### config.mk
export PLATFORM = sky130hd
export DESIGN_NAME = qds_r16_sel
export DESIGN_NICKNAME = d
export VERILOG_FILES = /design/src/rtl/qds_pkg.sv /design/src/rtl/qds_const_gen.sv /design/src/rtl/qds_compare.sv /design/src/rtl/qds_encode.sv /design/src/rtl/qds_r16_sel.sv
export SDC_FILE = /design/constraint.sdc
export NUM_CORES = 1
export LEC_CHECK = 0
export BUFFER_PORTS_ARGS = -buffer_cell sky130_fd_sc_hd__buf_4
export CAP_MARGIN = 20
export CORE_UTILIZATION = 65
export CTS_CLUSTER_DIAMETER = 120
export DETAILED_ROUTE_END_ITERATION = 8
export PLACE_DENSITY = 0.84
export SKIP_CTS_REPAIR_TIMING = 1
export SLEW_MARGIN = 20
export SYNTH_ARGS = -nofsm -noshare
export SYNTH_HDL_FRONTEND = slang
export SYNTH_SLANG_ARGS = --single-unit
### constraint.sdc
create_clock -name clk -period 10.5 [get_ports clk]
set_clock_uncertainty 0.1 [all_clocks]
set_input_delay 1.575 -clock clk [delete_from_list [all_inputs] [get_ports clk]]
set_output_delay 1.575 -clock clk [all_outputs]
set_load 0.01 [all_outputs]
### src/rtl/qds_pkg.sv
package qds_pkg;
  // Operation applied to the selected divisor multiple.
  typedef enum logic {
    OP_ADD = 1'b0,
    OP_SUB = 1'b1
  } qds_op_e;

  // Bits per radix-16 digit; one fractional hex digit = 4 fraction bits.
  localparam int HEX_BITS = 4;
endpackage

### src/rtl/qds_const_gen.sv
module qds_const_gen #(
  parameter int DFRAC = 12,
  parameter int TFRAC = 8,
  parameter int CW    = 14,
  parameter int QMAX  = 9,
  localparam int NK   = 2 * QMAX + 1,
  localparam int SH   = DFRAC + 1 - TFRAC
) (
  input  logic                     clk,
  input  logic                     rst_n,
  input  logic                     load_i,
  input  logic [DFRAC:0]           divisor_i,
  output logic [NK-1:0][CW-1:0]    mk_o
);
  // floor((k + 0.5) * d) on a 2^-TFRAC grid: (2k+1)*d carries DFRAC+1
  // fraction bits, an arithmetic right shift floors to TFRAC bits.
  function automatic logic [CW-1:0] midpoint(input int k, input logic [DFRAC:0] d);
    longint prod;
    prod = longint'(2 * k + 1) * longint'(d);
    return CW'(prod >>> SH);
  endfunction

  logic [NK-1:0][CW-1:0] mk_q;

  always_ff @(posedge clk or negedge rst_n) begin
    if (!rst_n) begin
      mk_q <= '0;
    end else if (load_i) begin
      for (int i = 0; i < NK; i++) begin
        mk_q[i] <= midpoint(i - QMAX, divisor_i);
      end
    end
  end

  assign mk_o = mk_q;
endmodule

### src/rtl/qds_compare.sv
module qds_compare #(
  parameter int CW   = 14,
  parameter int QMAX = 9,
  localparam int NK  = 2 * QMAX + 1
) (
  input  logic [CW-1:0]          est_i,
  input  logic [NK-1:0][CW-1:0]  mk_i,
  output logic [NK-1:0]          ge_o
);
  // Each bit is the sign of (estimate - constant): 1 when non-negative.
  for (genvar i = 0; i < NK; i++) begin : g_cmp
    assign ge_o[i] = $signed(est_i) >= $signed(mk_i[i]);
  end
endmodule

### src/rtl/qds_encode.sv
module qds_encode
  import qds_pkg::*;
#(
  parameter int QMAX   = 9,
  localparam int NK    = 2 * QMAX + 1,
  localparam int CNT_W = $clog2(NK + 1),
  localparam int DIG_W = $clog2(QMAX + 1) + 1,
  localparam int SEL_W = DIG_W - 1
) (
  input  logic [NK-1:0]     ge_i,
  output logic [DIG_W-1:0]  digit_o,
  output logic [SEL_W-1:0]  mag_o,
  output qds_op_e           op_o
);
  logic [CNT_W-1:0] cnt;
  logic [CNT_W-1:0] cnt_sat;
  logic [DIG_W-1:0] digit;

  always_comb begin
    cnt = '0;
    for (int i = 0; i < NK; i++) begin
      cnt = cnt + CNT_W'(ge_i[i]);
    end
    cnt_sat = (cnt > CNT_W'(2 * QMAX)) ? CNT_W'(2 * QMAX) : cnt;
    digit   = DIG_W'(cnt_sat) - DIG_W'(QMAX);
  end

  assign digit_o = digit;
  assign mag_o   = digit[DIG_W-1] ? SEL_W'(-digit) : SEL_W'(digit);
  assign op_o    = (!digit[DIG_W-1] && (digit != '0)) ? OP_SUB : OP_ADD;
endmodule

### src/rtl/qds_r16_sel.sv
module qds_r16_sel
  import qds_pkg::*;
#(
  parameter int DFRAC  = 12,
  parameter int TFRAC  = 2 * HEX_BITS,
  parameter int EINT   = 6,
  parameter int QMAX   = 9,
  localparam int EW    = EINT + TFRAC,
  localparam int NK    = 2 * QMAX + 1,
  localparam int DIG_W = $clog2(QMAX + 1) + 1,
  localparam int SEL_W = DIG_W - 1
) (
  input  logic              clk,
  input  logic              rst_n,
  input  logic              load_div,
  input  logic [DFRAC:0]    divisor,
  input  logic [EW-1:0]     rem_est,
  output logic [DIG_W-1:0]  q_digit,
  output logic [SEL_W-1:0]  mux_sel,
  output logic              add_sub
);
  logic [NK-1:0][EW-1:0] mk_tab;
  logic [NK-1:0]         ge_vec;
  qds_op_e               op_sel;

  qds_const_gen #(.DFRAC(DFRAC), .TFRAC(TFRAC), .CW(EW), .QMAX(QMAX)) u_const (
    .clk(clk), .rst_n(rst_n), .load_i(load_div), .divisor_i(divisor), .mk_o(mk_tab)
  );

  qds_compare #(.CW(EW), .QMAX(QMAX)) u_cmp (
    .est_i(rem_est), .mk_i(mk_tab), .ge_o(ge_vec)
  );

  qds_encode #(.QMAX(QMAX)) u_enc (
    .ge_i(ge_vec), .digit_o(q_digit), .mag_o(mux_sel), .op_o(op_sel)
  );

  assign add_sub = op_sel;

  // constants only move on a load edge.
  a_r2_const_hold: assert property (@(posedge clk) disable iff (!rst_n)
    !load_div |=> $stable(mk_tab));

  // the comparison signs form a thermometer from the lowest constant up.
  a_r3_thermometer: assert property (@(posedge clk) disable iff (!rst_n)
    ((ge_vec + NK'(1)) & ge_vec) == '0);

  // the digit stays inside the signed digit set.
  a_r5_digit_range: assert property (@(posedge clk) disable iff (!rst_n)
    ($signed(q_digit) >= -QMAX) && ($signed(q_digit) <= QMAX));

  // the select code is a magnitude in range, zero only for a zero digit.
  a_r6_sel_range: assert property (@(posedge clk) disable iff (!rst_n)
    (int'(mux_sel) <= QMAX) && ((mux_sel == '0) == (q_digit == '0)));

  // subtract control agrees with the digit sign.
  a_r7_op_sign: assert property (@(posedge clk) disable iff (!rst_n)
    add_sub == ($signed(q_digit) > 0));

  // without a load, a steady estimate keeps a steady digit.
  a_r9_no_load_no_change: assert property (@(posedge clk) disable iff (!rst_n)
    !load_div |=> (!$stable(rem_est) || $stable(q_digit)));
endmodule

Yosys cells after proc, flatten, opt, wreduce, memory -nomap -nowiden
Cells that the tools add are included.
W data, S select, Z words.

storage, ports and cells
  bits in registers = 260
  latch bits = 0
  memory bits (writable) = 0
  bits in read-only memories = 0
  bits of input ports = 30
  word-level logic and storage cells = 83
  memories = 0

operators by class
  add/sub/neg operators = 21
  $mul = 17
  divide/modulo/power cells = 0
  order comparisons = 20
  equality and inequality tests = 0
  shifts and indexed selects = 0
  mux-type cells = 3
  bitwise operators = 0
  reductions and logical operators = 3

operators with widths
  kind                     number
  $ge A14 B14 Y1           18
  $add A5 B1 Y5            17
  $mul A5 B14 Y19 const A  4
  $mul A4 B13 Y17 const A  4
  $mul A4 B14 Y18 const A  2
  $mul A5 B13 Y18 const A  2
  $mul A3 B13 Y16 const A  2
  $mul A6 B14 Y19 const A  1
  $neg A13 Y19             1
  $mul A3 B14 Y17 const A  1
  $mul A2 B13 Y15 const A  1
  $ge A14 B9 Y1            1
  $gt A5 B5 Y1 const B     1
  $mux W5                  1
  $reduce_bool A5 Y1       1
  $sub A5 B4 Y5 const B    1
  $mux W4                  1
  $neg A4 Y4               1
  $add A1 B1 Y2            1
  $logic_and A1 B1 Y1      1
  $logic_not A1 Y1         1
  $mux W1                  1

Depth between registers and ports, before layout
  depth after elaboration = 25
  mapped depth = 29
  depth with buffers taken out = 29

Cells and area by module
Synthesis repeated with hierarchy kept, for this count alone.

unflattened totals
  cell total of the unflattened synthesis = 3072
  area total of the unflattened synthesis = 29218.0 µm²

modules (own cells, without submodules)
  module         times used  cells an instance  area an instance (µm²)  seq. area each (µm²)
  qds_const_gen  1           2100               21829.7                 5905.7
  qds_compare    1           904                6718.9                  0.0
  qds_encode     1           68                 669.4                   0.0

Least setup slack after synthesis
Ideal clock, no wire load.

  kind = input-to-output
  from = input port rem_est[0]
  to = output port add_sub
  data arrival time = 8.483 ns
  required time = 8.825 ns
  slack = 0.342 ns
  stages = 27
  cell sequence = inv_1 ha_1 nand2b_1 a21o_1 a21o_1 a21oi_1 nor2b_1 o21ai_0 a21oi_1 ha_1 fa_1 fa_1 fa_1 fa_1 fa_1 ha_1 fa_1 a21o_1 a21oi_1 o21bai_1 nor2b_1 ha_1 nand2_1 o21a_1 o221ai_1 inv_1 a31oi_1

on the way
  word-level cells in the longest chain between the ends = 25
  elaborated cells on any way between the ends = 44
  those cells by class = add/sub: 19; order compare: 20; mux: 2; reduce/logical: 3

ends and longest elaborated chain
  what                         RTL line           source
  start, declared              qds_r16_sel.sv:17  input logic [EW-1:0] rem_est,
  $ge A14 B14 Y1               qds_compare.sv:12  assign ge_o[i] = $signed(est_i) >= $signed(mk_i[i]);
  $add A1 B1 Y2                qds_encode.sv:22   cnt = cnt + CNT_W'(ge_i[i]);
  $add A5 B1 Y5 (16 in a row)  qds_encode.sv:22
  $add A5 B1 Y5 *              qds_encode.sv:22
  $gt A5 B5 Y1                 qds_encode.sv:24   cnt_sat = (cnt > CNT_W'(2 * QMAX)) ? CNT_W'(2 * QMAX) : cnt;
  $mux W5 *                    qds_encode.sv:24
  $sub A5 B4 Y5 *              qds_encode.sv:25   digit = DIG_W'(cnt_sat) - DIG_W'(QMAX);
  net q_digit[3]               qds_r16_sel.sv:18  output logic [DIG_W-1:0] q_digit,
  $reduce_bool A5 Y1 *         qds_encode.sv:30   assign op_o = (!digit[DIG_W-1] && (digit != '0)) ? OP_SUB : OP_ADD;
  $logic_and A1 B1 Y1 *        qds_encode.sv:30
  $mux W1 *                    qds_encode.sv:30
  end, declared                qds_r16_sel.sv:20  output logic add_sub

Mark *: on every way through the listed nets, which the timed path passes. The rest lies on a longest branch.

Worst setup path in the final report
  from = input port rem_est[1]
  to = output port mux_sel[1]

on the way
  word-level cells in the longest chain between the ends = 24
  elaborated cells on any way between the ends = 42
  those cells by class = add/sub: 20; order compare: 20; mux: 2

ends and longest elaborated chain
  what                         RTL line           source
  $ge A14 B14 Y1               qds_compare.sv:12
  $add A1 B1 Y2                qds_encode.sv:22
  $add A5 B1 Y5 (16 in a row)  qds_encode.sv:22
  $add A5 B1 Y5 *              qds_encode.sv:22
  $gt A5 B5 Y1                 qds_encode.sv:24
  $mux W5 *                    qds_encode.sv:24
  $sub A5 B4 Y5 *              qds_encode.sv:25
  $neg A4 Y4                   qds_encode.sv:29   assign mag_o = digit[DIG_W-1] ? SEL_W'(-digit) : SEL_W'(digit);
  $mux W4 *                    qds_encode.sv:29
  end, declared                qds_r16_sel.sv:19  output logic [SEL_W-1:0] mux_sel,

Mark *: on every way between the ends. The rest lies on a longest branch, timed or not.

==> summary.txt <==
Yosys
  • Cells after Synth: 3059
  • Synth cell types: 77
  • Post-Syn Area per Cell: 9.13 um2
  • Post-synth EDFFs: 0
  • Most area-hungry cell type in the Yosys netlist: ha_1
  • Post-synth top area share: 26.6%
  • Synth area leaders: ha_1, dfrtp_1, fa_1, inv_1, o21ai_0
  • Post-synthesis sequential area ratio: 21.2%
  • Syn_nets: 3834
  • Synth Register Bits: 236
  • Ys Warns: 0
  • Post-synth ARST share: 100%
  • Synthesized area: 27900 um2
  • Commonest cells post-synth: ha_1, inv_1, dfrtp_1
  • Most frequent cell after synthesis: ha_1
  • Top FF cell, synth: dfrtp_1

Floorplan
  • Die W: 209 um
  • Cell Rows: 75
  • Die area: 43800 um2
  • IO Pins: 40
  • Initial Util: 66.3%
  • Die Height: 209 um
  • Core footprint: 42100 um2

GRT
  • Number of global-route vias before repair: 24000
  • Overall routing resource usage: 39.1%
  • First-pass GRT wire length: 132 mm
  • Grt ovf: 0
  • Largest net degree at the start of global routing: 183
  • Initial antenna violation count: 2

Run
  • Max-cap violation count: 0

Placement
  • Placed Cells incl. Taps: 3634
  • # port buffers: 39
  • Area after DPL: 29100 um2
  • Setup WS pre-CTS: -0.196 ns
  • RePlAce Congestion: 0.978
  • Detail Placement HPWL: 63.1 mm

Min path
  • Hold WC Path Type: register to register
  • Hold path depth: 2

STA
  • # setup viols final: 0
  • Final hold violations: 0
  • FMAX: 97.4 MHz
  • Final Cycle Share: 97.8%
  • Worst slew pin tran: 1.15 ns
  • Slew headroom: 23.5%
  • Slew Limit Fails: 0
  • Final WS setup: 0.228 ns
  • Crit path time final: 10.27 ns

Clocking
  • Root buffer cell: clkbuf_16
  • Max clock buf depth: 3
  • CTS Buf Count: 31
  • Worst skew pair latency: 0.58 ns
  • CTS sink cnt: 236
  • Max H-tree Level: 1
  • CTS tree: yes
  • Clk slew on worst S/H paths: 0.05 ns

Worst setup path
  • FF-to-FF path depth: 3
  • Worst stage delay on the critical path: 0.54 ns
  • Crit-path slowest cell: fa_1
  • Worst endpoint data arrival time: 8.60 ns
  • Crit Path Category: input pin to output port
  • Worst setup EP type: output port
  • CP startpoint kind: input pin
  • Worst endpoint required time: 8.83 ns
  • Most used cell, CP: fa_1
  • Crit path max fanout: 11

Drt
  • Residual DRC: 0
  • Vias: 23600
  • Final WL: 84.3 mm
  • Antenna Violating Nets Remaining: 0
  • WL/cell: 22.8 um
  • Via density: 6.39
  • Starting DRC count in detailed routing: 2131
  • TritonRoute pass-1 iters: 6

Layout
  • # nets final: 3904
  • Final instance area: 30200 um2
  • Final cell count without fillers: 3693
  • Layout cells sized above 1: 6.50%
  • P&R area growth vs syn: 8.31%
  • Largest register FFs: 236
  • # diodes: 0
  • Fill cells: 3104

Power and ir drop
  • Max VDD drop: 2.92 mV
  • Pwr per Cell Area: 374 nW/um2
  • P_leak: 16.0 nW

Status
  • Status: finished clean
## cells in the final DEF (no fill, tap or decap), types with 6 or more instances in the layout
master,Yosys,routed
nand2b_1,23,23
nor4_1,9,9
mux2_2,25,25
o21ai_0,194,194
o31ai_1,21,19
clkbuf_16,0,31
ha_1,594,591
a31oi_1,31,31
a221oi_1,7,7
nor2b_1,46,45
fa_1,151,150
nand3_1,35,35
and3_1,16,16
or3_1,20,20
o21a_1,57,57
nor2_1,123,123
a21boi_0,8,6
o22ai_1,13,12
mux2i_1,44,44
inv_1,552,550
a21oi_1,159,156
or2_2,6,6
nand2_1,160,160
xor2_1,62,61
nand4_1,41,41
nor3_1,31,31
xnor2_1,91,91
a211oi_1,20,20
and2_1,6,6
clkbuf_8,0,11
clkbuf_1,45,7
dfrtp_1,236,236
buf_4,0,87
a2111oi_0,10,9
o211ai_1,14,14
a21o_1,80,80
o21bai_1,22,22
## worst paths after layout
kind | slack, ns | startpoint | endpoint
max | 0.23 | rem_est[1] | mux_sel[1]
min | 0.38 | u_const.mk_o[262] | u_const.mk_o[262]
max reg2reg | 9.38 | u_const.mk_o[10] | u_const.mk_o[10]
min reg2reg | 0.38 | u_const.mk_o[262] | u_const.mk_o[262]
max in group asynchronous | 7.89 | rst_n | u_const.mk_o[8]
min in group asynchronous | 0.90 | rst_n | u_const.mk_o[183]
## layout make-up
class	instances	area, um2	share of cell area [%]
multi-input combinational	2214	19800	65.4
sequential	236	5910	19.5
inverter	554	2080	6.89
clock buffer	49	953	3.15
timing repair buffer	92	734	2.43
tap	539	674	2.23
clock inverter	9	101	0.335
## through the flow
step | hold slack, ns | power, mW | util [%] | setup TNS [ns]
finish | 0.377 | 11.3 | 71.8 | 0
global route | 0.391 | 12.2 | 71.8 | -0.00418
CTS | 0.379 | 10.8 | 71.6 | -1.08
detailed placement | 0.366 | 9.61 | 69.1 | -0.780
floorplan | 0.343 | 5.94 | - | 0
global placement | 0.363 | 9.10 | 69.1 | -0.0467
## cells by family (layout without fill, tap and decap cells)
kind of cell | count (synthesis) | after routing | synth area share [%]
XOR/XNOR | 153 | 153 | 4.80
AND/OR/NAND/NOR | 539 | 539 | 9.43
AO/OA/AOI/OAI | 708 | 708 | 16.4
adder cells (fa/ha/maj) | 745 | 745 | 37.5
flip-flops | 236 | 236 | 21.2
multiplexers | 69 | 69 | 2.59
buffers and inverters | 609 | 704 | 8.19
## worst max-delay path, delay by kind of cell
family | cells | cell delay, ns
AO/OA/AOI/OAI | 9 | 1.65
adder cells (fa/ha/maj) | 9 | 3.62
XOR/XNOR | 1 | 0.19
AND/OR/NAND/NOR | 3 | 0.43
buffers and inverters | 6 | 0.78
multiplexers | 1 | 0.34
## layer usage
layer / up-vias / wire length [um] / global-route usage [%]
met1: 11500 / 34500 / 53.4
li1: 10600 / - / -
met2: 1259 / 36400 / 59.6
met3: 263 / 9080 / 8.00
met4: 2 / 4290 / 18.5
met5: - / 13 / 0
## power breakdown
| part | total [mW] | switching [mW] | internal (mW) |
|---|---|---|---|
| combinational | 8.89 | 4.51 | 4.38 |
| clock | 1.12 | 0.454 | 0.667 |
| sequential | 1.31 | 0.115 | 1.20 |
Note: power is estimated with default switching activity, not from simulation.
